==> config.mk <==
export PLATFORM = sky130hd
export DESIGN_NAME = i2c_cmd_seq
export DESIGN_NICKNAME = d
export VERILOG_FILES = /design/src/rtl/i2cseq_pkg.sv /design/src/rtl/i2cseq_bus_eng.sv /design/src/rtl/i2cseq_ctrl.sv /design/src/rtl/i2c_cmd_seq.sv
export SDC_FILE = /design/constraint.sdc
export NUM_CORES = 1
export LEC_CHECK = 0
export ABC_AREA = 0
export ABC_CLOCK_PERIOD_IN_PS = 3250
export BUFFER_PORTS_ARGS = -buffer_cell sky130_fd_sc_hd__buf_2
export CAP_MARGIN = 30
export CORE_MARGIN = 4
export CORE_UTILIZATION = 45
export CTS_BUF_LIST = sky130_fd_sc_hd__clkbuf_8
export DETAILED_ROUTE_END_ITERATION = 10
export PLACE_DENSITY = 0.65
export SETUP_SLACK_MARGIN = 0.2
export SYNTH_ARGS = -nofsm -noshare
export SYNTH_HDL_FRONTEND = slang
export SYNTH_SLANG_ARGS = --single-unit
==> constraint.sdc <==
create_clock -name clk -period 3.25 [get_ports clk]
set_input_delay 0 -clock clk [delete_from_list [all_inputs] [get_ports clk]]
set_output_delay 0 -clock clk [all_outputs]
set_load 0.02 [all_outputs]
==> src/rtl/i2cseq_pkg.sv <==
package i2cseq_pkg;
  localparam int BYTE_W  = 8;
  localparam int ADDR_W  = 10;
  localparam int CMD_W   = BYTE_W + 3;
  localparam int CB_RD   = BYTE_W;
  localparam int CB_STOP = BYTE_W + 1;
  localparam int CB_RS   = BYTE_W + 2;
  localparam int BIT_CW  = $clog2(BYTE_W + 1);

  typedef enum logic [2:0] {
    SYM_NONE, SYM_START, SYM_RSTART, SYM_STOP, SYM_BYTE
  } sym_e;

  typedef enum logic [3:0] {
    S_IDLE, S_STA, S_AD1, S_AD2, S_RS10, S_AD3, S_NEXT, S_RSC, S_DAT, S_STP, S_FLS
  } seq_e;
endpackage

==> src/rtl/i2cseq_bus_eng.sv <==
module i2cseq_bus_eng
  import i2cseq_pkg::*;
(
  input  logic              clk,
  input  logic              rst_n,
  input  logic              tick,
  input  logic              go,
  input  sym_e              op,
  input  logic [BYTE_W-1:0] tx_byte,
  input  logic              rd_mode,
  input  logic              ack_val,
  input  logic              sda_i,
  output logic              scl_o,
  output logic              sda_o,
  output logic              done,
  output logic              ack_in,
  output logic              idle,
  output logic [BYTE_W-1:0] rx_byte
);
  localparam logic [BIT_CW-1:0] ACK_IDX = BIT_CW'(BYTE_W);

  sym_e              st_q, st_n;
  logic [1:0]        sub_q, sub_n;
  logic [BIT_CW-1:0] bit_q, bit_n;
  logic [BYTE_W-1:0] sh_q, sh_n;
  logic              scl_q, scl_n, sda_q, sda_n;
  logic              done_q, done_n, ack_q, ack_n;
  logic              rd_q, rd_n, av_q, av_n;
  logic              fin;

  always_comb begin
    st_n = st_q;  sub_n = sub_q; bit_n = bit_q; sh_n = sh_q;
    scl_n = scl_q; sda_n = sda_q; ack_n = ack_q; rd_n = rd_q; av_n = av_q;
    fin = 1'b0;
    if (st_q == SYM_NONE) begin
      if (go) begin
        st_n = op; sub_n = '0; bit_n = '0;
        sh_n = tx_byte; rd_n = rd_mode; av_n = ack_val;
      end
    end else if (tick) begin
      sub_n = sub_q + 2'd1;
      case (st_q)
        SYM_START: begin
          if (sub_q == 2'd0) sda_n = 1'b0;
          else begin scl_n = 1'b0; fin = 1'b1; end
        end
        SYM_RSTART: begin
          case (sub_q)
            2'd0:    sda_n = 1'b1;
            2'd1:    scl_n = 1'b1;
            2'd2:    sda_n = 1'b0;
            default: begin scl_n = 1'b0; fin = 1'b1; end
          endcase
        end
        SYM_STOP: begin
          case (sub_q)
            2'd0:    sda_n = 1'b0;
            2'd1:    scl_n = 1'b1;
            default: begin sda_n = 1'b1; fin = 1'b1; end
          endcase
        end
        default: begin
          case (sub_q)
            2'd0: begin
              if (bit_q == ACK_IDX) sda_n = rd_q ? av_q : 1'b1;
              else                  sda_n = rd_q ? 1'b1 : sh_q[BYTE_W-1];
            end
            2'd1: scl_n = 1'b1;
            default: begin
              scl_n = 1'b0;
              sub_n = '0;
              if (bit_q == ACK_IDX) begin
                ack_n = sda_i;
                fin   = 1'b1;
              end else begin
                sh_n  = {sh_q[BYTE_W-2:0], sda_i};
                bit_n = bit_q + 1'b1;
              end
            end
          endcase
        end
      endcase
    end
    if (fin) st_n = SYM_NONE;
    done_n = fin;
  end

  always_ff @(posedge clk or negedge rst_n) begin
    if (!rst_n) begin
      st_q <= SYM_NONE; sub_q <= '0; bit_q <= '0; sh_q <= '0;
      scl_q <= 1'b1; sda_q <= 1'b1; done_q <= 1'b0; ack_q <= 1'b0;
      rd_q <= 1'b0; av_q <= 1'b0;
    end else begin
      st_q <= st_n; sub_q <= sub_n; bit_q <= bit_n; sh_q <= sh_n;
      scl_q <= scl_n; sda_q <= sda_n; done_q <= done_n; ack_q <= ack_n;
      rd_q <= rd_n; av_q <= av_n;
    end
  end

  assign scl_o   = scl_q;
  assign sda_o   = sda_q;
  assign done    = done_q;
  assign ack_in  = ack_q;
  assign idle    = (st_q == SYM_NONE);
  assign rx_byte = sh_q;


  tick_step_chk: assert property (@(posedge clk) disable iff (!rst_n)
    !$past(tick) |-> ($stable(scl_o) && $stable(sda_o)));


  go_idle_chk: assert property (@(posedge clk) disable iff (!rst_n)
    go |-> idle);
endmodule

==> src/rtl/i2cseq_ctrl.sv <==
module i2cseq_ctrl
  import i2cseq_pkg::*;
(
  input  logic              clk,
  input  logic              rst_n,
  input  logic              cmd_valid,
  input  logic [CMD_W-1:0]  cmd_word,
  output logic              cmd_pop,
  input  logic [ADDR_W-1:0] tgt_addr,
  input  logic              addr_ten,
  input  logic              eng_done,
  input  logic              eng_ack,
  input  logic              scl_mon,
  output logic              go,
  output sym_e              op,
  output logic [BYTE_W-1:0] txb,
  output logic              rd_mode,
  output logic              ack_val,
  output logic              rx_push,
  output logic              done_evt,
  output logic              err_evt
);
  seq_e              st_q, st_n;
  logic              dir_q, dir_n, fresh_q, fresh_n;
  logic              crd_q, crd_n, cstop_q, cstop_n, drop_q, drop_n;
  logic              go_q, go_n, rdm_q, rdm_n, av_q, av_n;
  sym_e              op_q, op_n;
  logic [BYTE_W-1:0] txb_q, txb_n;
  logic              push_q, push_n, done_q, done_n, err_q, err_n;
  logic              fail, pop_c;
  logic [BYTE_W-1:0] hdr_w, hdr_r;

  assign hdr_w = addr_ten ? {5'b11110, tgt_addr[ADDR_W-1:BYTE_W], 1'b0}
                          : {tgt_addr[BYTE_W-2:0], dir_q};
  assign hdr_r = {5'b11110, tgt_addr[ADDR_W-1:BYTE_W], 1'b1};

  always_comb begin
    st_n = st_q; dir_n = dir_q; fresh_n = fresh_q; crd_n = crd_q;
    cstop_n = cstop_q; drop_n = drop_q;
    go_n = 1'b0; op_n = SYM_NONE; txb_n = '0; rdm_n = 1'b0; av_n = 1'b0;
    push_n = 1'b0; done_n = 1'b0; err_n = 1'b0; fail = 1'b0; pop_c = 1'b0;
    case (st_q)
      S_IDLE: if (cmd_valid) begin
        dir_n = cmd_word[CB_RD]; go_n = 1'b1; op_n = SYM_START; st_n = S_STA;
      end
      S_STA, S_RSC: if (eng_done) begin
        go_n = 1'b1; op_n = SYM_BYTE; txb_n = hdr_w; st_n = S_AD1;
      end
      S_AD1: if (eng_done) begin
        if (eng_ack) fail = 1'b1;
        else if (addr_ten) begin
          go_n = 1'b1; op_n = SYM_BYTE; txb_n = tgt_addr[BYTE_W-1:0]; st_n = S_AD2;
        end else begin fresh_n = 1'b1; st_n = S_NEXT; end
      end
      S_AD2: if (eng_done) begin
        if (eng_ack) fail = 1'b1;
        else if (dir_q) begin go_n = 1'b1; op_n = SYM_RSTART; st_n = S_RS10; end
        else begin fresh_n = 1'b1; st_n = S_NEXT; end
      end
      S_RS10: if (eng_done) begin
        go_n = 1'b1; op_n = SYM_BYTE; txb_n = hdr_r; st_n = S_AD3;
      end
      S_AD3: if (eng_done) begin
        if (eng_ack) fail = 1'b1;
        else begin fresh_n = 1'b1; st_n = S_NEXT; end
      end
      S_NEXT: if (cmd_valid) begin
        if (!fresh_q && (cmd_word[CB_RS] || (cmd_word[CB_RD] != dir_q))) begin
          dir_n = cmd_word[CB_RD]; go_n = 1'b1; op_n = SYM_RSTART; st_n = S_RSC;
        end else begin
          pop_c = 1'b1; fresh_n = 1'b0;
          crd_n = cmd_word[CB_RD]; cstop_n = cmd_word[CB_STOP];
          go_n = 1'b1; op_n = SYM_BYTE; txb_n = cmd_word[BYTE_W-1:0];
          rdm_n = cmd_word[CB_RD]; av_n = cmd_word[CB_STOP];
          st_n = S_DAT;
        end
      end
      S_DAT: if (eng_done) begin
        if (!crd_q && eng_ack) begin
          err_n = 1'b1; drop_n = !cstop_q; go_n = 1'b1; op_n = SYM_STOP; st_n = S_STP;
        end else begin
          push_n = crd_q;
          if (cstop_q) begin
            drop_n = 1'b0; go_n = 1'b1; op_n = SYM_STOP; st_n = S_STP;
          end else st_n = S_NEXT;
        end
      end
      S_STP: if (eng_done) begin
        if (drop_q) st_n = S_FLS;
        else begin done_n = 1'b1; st_n = S_IDLE; end
      end
      S_FLS: if (cmd_valid) begin
        pop_c = 1'b1;
        if (cmd_word[CB_STOP]) begin done_n = 1'b1; st_n = S_IDLE; end
      end
      default: st_n = S_IDLE;
    endcase
    if (fail) begin
      err_n = 1'b1; drop_n = 1'b1; go_n = 1'b1; op_n = SYM_STOP; st_n = S_STP;
    end
  end

  always_ff @(posedge clk or negedge rst_n) begin
    if (!rst_n) begin
      st_q <= S_IDLE; dir_q <= 1'b0; fresh_q <= 1'b0; crd_q <= 1'b0;
      cstop_q <= 1'b0; drop_q <= 1'b0; go_q <= 1'b0; op_q <= SYM_NONE;
      txb_q <= '0; rdm_q <= 1'b0; av_q <= 1'b0;
      push_q <= 1'b0; done_q <= 1'b0; err_q <= 1'b0;
    end else begin
      st_q <= st_n; dir_q <= dir_n; fresh_q <= fresh_n; crd_q <= crd_n;
      cstop_q <= cstop_n; drop_q <= drop_n; go_q <= go_n; op_q <= op_n;
      txb_q <= txb_n; rdm_q <= rdm_n; av_q <= av_n;
      push_q <= push_n; done_q <= done_n; err_q <= err_n;
    end
  end

  assign cmd_pop  = pop_c;
  assign go       = go_q;
  assign op       = op_q;
  assign txb      = txb_q;
  assign rd_mode  = rdm_q;
  assign ack_val  = av_q;
  assign rx_push  = push_q;
  assign done_evt = done_q;
  assign err_evt  = err_q;


  pop_valid_chk: assert property (@(posedge clk) disable iff (!rst_n)
    cmd_pop |-> cmd_valid);


  evt_excl_chk: assert property (@(posedge clk) disable iff (!rst_n)
    $onehot0({rx_push, done_evt, err_evt}));


  hold_low_chk: assert property (@(posedge clk) disable iff (!rst_n)
    (st_q == S_NEXT && !cmd_valid) |-> !scl_mon);
endmodule

==> src/rtl/i2c_cmd_seq.sv <==
module i2c_cmd_seq
  import i2cseq_pkg::*;
(
  input  logic              clk,
  input  logic              rst_n,
  input  logic              step_tick,
  input  logic              cmd_valid,
  input  logic [CMD_W-1:0]  cmd_word,
  output logic              cmd_pop,
  input  logic [ADDR_W-1:0] tgt_addr,
  input  logic              addr_ten,
  output logic              scl_o,
  output logic              sda_o,
  input  logic              sda_i,
  output logic              rx_push,
  output logic [BYTE_W-1:0] rx_data,
  output logic              done_evt,
  output logic              err_evt
);
  logic              go, rd_mode, ack_val, eng_done, eng_ack, eng_idle;
  sym_e              op;
  logic [BYTE_W-1:0] txb;

  i2cseq_ctrl u_ctrl (
    .clk(clk), .rst_n(rst_n), .cmd_valid(cmd_valid), .cmd_word(cmd_word),
    .cmd_pop(cmd_pop), .tgt_addr(tgt_addr), .addr_ten(addr_ten),
    .eng_done(eng_done), .eng_ack(eng_ack), .scl_mon(scl_o),
    .go(go), .op(op), .txb(txb), .rd_mode(rd_mode), .ack_val(ack_val),
    .rx_push(rx_push), .done_evt(done_evt), .err_evt(err_evt)
  );

  i2cseq_bus_eng u_eng (
    .clk(clk), .rst_n(rst_n), .tick(step_tick), .go(go), .op(op),
    .tx_byte(txb), .rd_mode(rd_mode), .ack_val(ack_val), .sda_i(sda_i),
    .scl_o(scl_o), .sda_o(sda_o), .done(eng_done), .ack_in(eng_ack),
    .idle(eng_idle), .rx_byte(rx_data)
  );


  release_on_done_chk: assert property (@(posedge clk) disable iff (!rst_n)
    done_evt |-> (scl_o && sda_o));


  idle_bus_chk: assert property (@(posedge clk) disable iff (!rst_n)
    (eng_idle && $past(done_evt)) |-> (scl_o && sda_o));
endmodule

==> results.toml <==
[pwr]
irDropWorstVdd_mv = 0.6789
total_power_mw = 2.897
pwr_density_cell_mw_per_mm2 = 847.4
power.share.combinational_pct = 48.4
power_frac_seq_pct = 38.9
switching_share_pct = 45.26
clkPwrFrac_pct = 12.7
leakagePower_nw = 1.610
internal_power_mw = 1.586
p_switching_mw = 1.311

[cts]
cts_tree = "yes"
cts_hold_buf = 21
cts_resized = 0
cts_inserted_buffers = 5
clk_latency_ns = 0.30
clock-sinks = 49
ctsHtreeMaxLevel = 2
post-cts-setup-buffer-count = 0
cts.root.buffer_cell = "sky130_fd_sc_hd__clkbuf_8"
worst_setup_hold_path_clk_slew_ns = 0.10
clockBufferDepth = 2

[flow_run]
reported_max_cap_violation_count = 0

[timing]
setup_tns_ns = 0
fin_crit_sh_pct = 82.85
skew_ns = 0.009499
timing.final.setup_violations = 0
timing.fmax_ghz = 0.3714
finalMaxSlewViolations = 0
post-route-min-period_ns = 2.693
final-hold-violation-count = 0
worst-slew-pin-transition_ns = 0.8159
max-slew-margin-rel_pct = 45.19
rsz0062_at_grt = "no"

[logic_synthesis]
async_reset_ff_share_pct = 100.0
synth-seq-cells = 49
syn_avg_cell_area_um2 = 9.319
post_synth_inst_count = 308
synth_top_area_share_pct = 40.98
synth.most_common_cell = "sky130_fd_sc_hd__dfrtp_1"
synth_enable_flop_cells = 0
synth.top_cells.by_area = "sky130_fd_sc_hd__dfrtp_1, sky130_fd_sc_hd__nand2_1, sky130_fd_sc_hd__o21ai_0"
synth_common_cells = "sky130_fd_sc_hd__dfrtp_1, sky130_fd_sc_hd__nand2_1, sky130_fd_sc_hd__o21ai_0, sky130_fd_sc_hd__nor2_1, sky130_fd_sc_hd__a21oi_1"
yosysSeqAreaShare_pct = 42.81
synth_area_leader_cell = "sky130_fd_sc_hd__dfrtp_1"
synth_flop_cell = "sky130_fd_sc_hd__dfrtp_1"
synth.lib_cells_used.distinct = 62
yosysWarningCount = 0
syn_nets = 343
synthesis.area_mm2 = 0.002870

[critical_path]
cp.required_ns = 3.50
critical_path.max_stage_delay_ns = 0.78
worstReg2RegStart = "u_ctrl.st_q[1]"
cp-end-kind = "flip-flop"
worst_endpoint_data_arrival_time_ns = 2.94
crit_chain = "and2b_1 > nand3_1 > nor3_2 > a222oi_1 > dlygate4sd3_1 > inv_1"
critical_path.startpoint_type = "flip-flop"
critPathLaunch = "u_ctrl.st_q[1]"
crit_fanout = 22
critPathSlowestCell = "sky130_fd_sc_hd__dfrtp_1"
critPathKind = "reg2reg"

[drt]
totalWireLength_um = 7091
drt-wirelength-per-cell_um = 16.15
drtPass1Iterations = 5
detail_route.vias_per_cell = 5.724
route.antenna.remaining_nets = 0
detailedRoute.firstIterationViolations = 155
routed-via-count = 2513
route.detailed.drc = 0

[global_routing]
via_count_of_the_first_global_routing_pass = 2424
grt_max_degree = 41
grt_pass1_wl_um = 11830
grtUsageTotal_pct = 19.50
grt_antenna_before_repair = 0
grt_overflow = 0

[finish]
multiInputGateArea_mm2 = 0.001504
antenna-diode-count = 0
final_layout_size_suffix_gt1_share_pct = 18.41
area.sequential_mm2 = 0.001229
total_number_of_nets_in_the_final_design = 398
fillers = 531
area.growth.synth_to_final_pct = 19.09

[die]
die_width_um = 87.87
starting_utilization_of_the_core_area_pct = 47.36
core_mm2 = 0.006061
die-area_mm2 = 0.007720
rows = 28
die_height_um = 87.87
top_level_ports = 41

[hold_path]
min_path_type = "in2reg"
holdCritStartpoint = "cmd_valid"

[status]
status = "finished clean"

[placement]
io_buffer_count = 40
routabilityCongestion = 0.8706
detailed_place_hpwl_um = 4997
cell type report:
class,instances,share of cell area (%)
repair buffers,65,13.25
clock buffers,5,2.013
inverters,13,1.428
flip-flops and latches,49,35.94
well taps,75,2.745
multi-input cells,229,44.00
clock inverters,3,0.6223
through the flow:
step / worst slack (ns) / cells / util (%) / area, um^2 / hold slack [ns]
floorplan: 1.524 / 308 / - / 2870 / -0.2956
global placement: 1.113 / 409 / 51.11 / 3098 / 0.2014
detailed placement: 1.089 / 410 / 51.45 / 3118 / -0.1087
CTS: 0.6404 / 439 / 56.40 / 3418 / 0.02582
global route: 0.3773 / 439 / 56.40 / 3418 / 0.04263
finish: 0.5574 / 439 / 56.40 / 3418 / 0.02840
per-layer routing:
metal	share of wire, %	track usage [%]
met1	44	26.70
met2	48	31.10
met3	6.3	3.669
met4	2.2	6.695
met5	0	0
cells in the final DEF, fill, tap and decap left out, types with 3 or more instances in the layout:
master and n:
sky130_fd_sc_hd__o22ai_1 6, sky130_fd_sc_hd__or3_1 4, sky130_fd_sc_hd__nand3_1 9, sky130_fd_sc_hd__nand2b_1 5, sky130_fd_sc_hd__a21oi_1 19, sky130_fd_sc_hd__nand3b_1 4, sky130_fd_sc_hd__a222oi_1 3, sky130_fd_sc_hd__ha_1 8
sky130_fd_sc_hd__o21bai_1 3, sky130_fd_sc_hd__dfrtp_1 47, sky130_fd_sc_hd__nor2_1 23, sky130_fd_sc_hd__o211ai_1 3, sky130_fd_sc_hd__nor3_1 7, sky130_fd_sc_hd__a221o_1 3, sky130_fd_sc_hd__inv_1 13, sky130_fd_sc_hd__clkbuf_8 5
sky130_fd_sc_hd__buf_4 3, sky130_fd_sc_hd__and2_1 4, sky130_fd_sc_hd__a22oi_1 4, sky130_fd_sc_hd__nand2_1 34, sky130_fd_sc_hd__a31oi_1 3, sky130_fd_sc_hd__dlygate4sd3_1 21, sky130_fd_sc_hd__mux2_2 4, sky130_fd_sc_hd__buf_2 40
sky130_fd_sc_hd__mux2i_1 10, sky130_fd_sc_hd__o21ai_0 24, sky130_fd_sc_hd__nor3b_1 3, sky130_fd_sc_hd__nor2b_1 6
critical path, delay by kind of cell (launching register included):
| kind | cells | cell delay [ns] |
|---|---|---|
| and+or+nand+nor | 3 | 0.95 |
| buffers and inverters | 2 | 0.69 |
| AOI/OAI and AO/OA | 1 | 0.22 |
| DFF | 1 | 0.78 |
power groups by stage:
stage / combinational (mW) / clock, mW / sequential [mW]
floorplan: 1.15 / 0 / 1.01
global placement: 1.35 / 0 / 1.13
detailed placement: 1.36 / 0 / 1.13
CTS: 1.40 / 0.379 / 1.12
global route: 1.57 / 0.405 / 1.16
finish: 1.40 / 0.368 / 1.13
path summary, 6_finish.rpt:
check / endpoint / slack (ns) / cells past startpoint
min: u_ctrl.done_evt / 0.03 / 3
max reg2reg: u_ctrl.txb[3] / 0.56 / 6
min in group asynchronous: u_eng.bit_q[1] / 0.10 / 2
min reg2reg: u_eng.st_q[1] / 0.49 / 2
max: u_ctrl.txb[3] / 0.56 / 6
max in group asynchronous: u_ctrl.op[1] / 2.67 / 3
registers in the layout (all words and copies together), names as in the netlist, 2 cells and up:
signal / cells
u_eng.rx_byte: 8
u_ctrl.st_q: 4
u_ctrl.op: 3
u_eng.sub_q: 2
u_ctrl.txb: 8
u_eng.bit_q: 4
u_eng.st_q: 3
logic make-up (layout without fill, tap and decap cells):
family,Yosys count,in the layout,share of synthesized area [%]
flops,49,49,42.81
xor+xnor,3,3,0.9156
simple gates,112,112,20.05
fa+ha+maj,8,8,3.487
buf+inv,30,86,4.795
compound gates,90,90,21.97
mux,16,16,5.972
(Power assumes the default switching activity.)
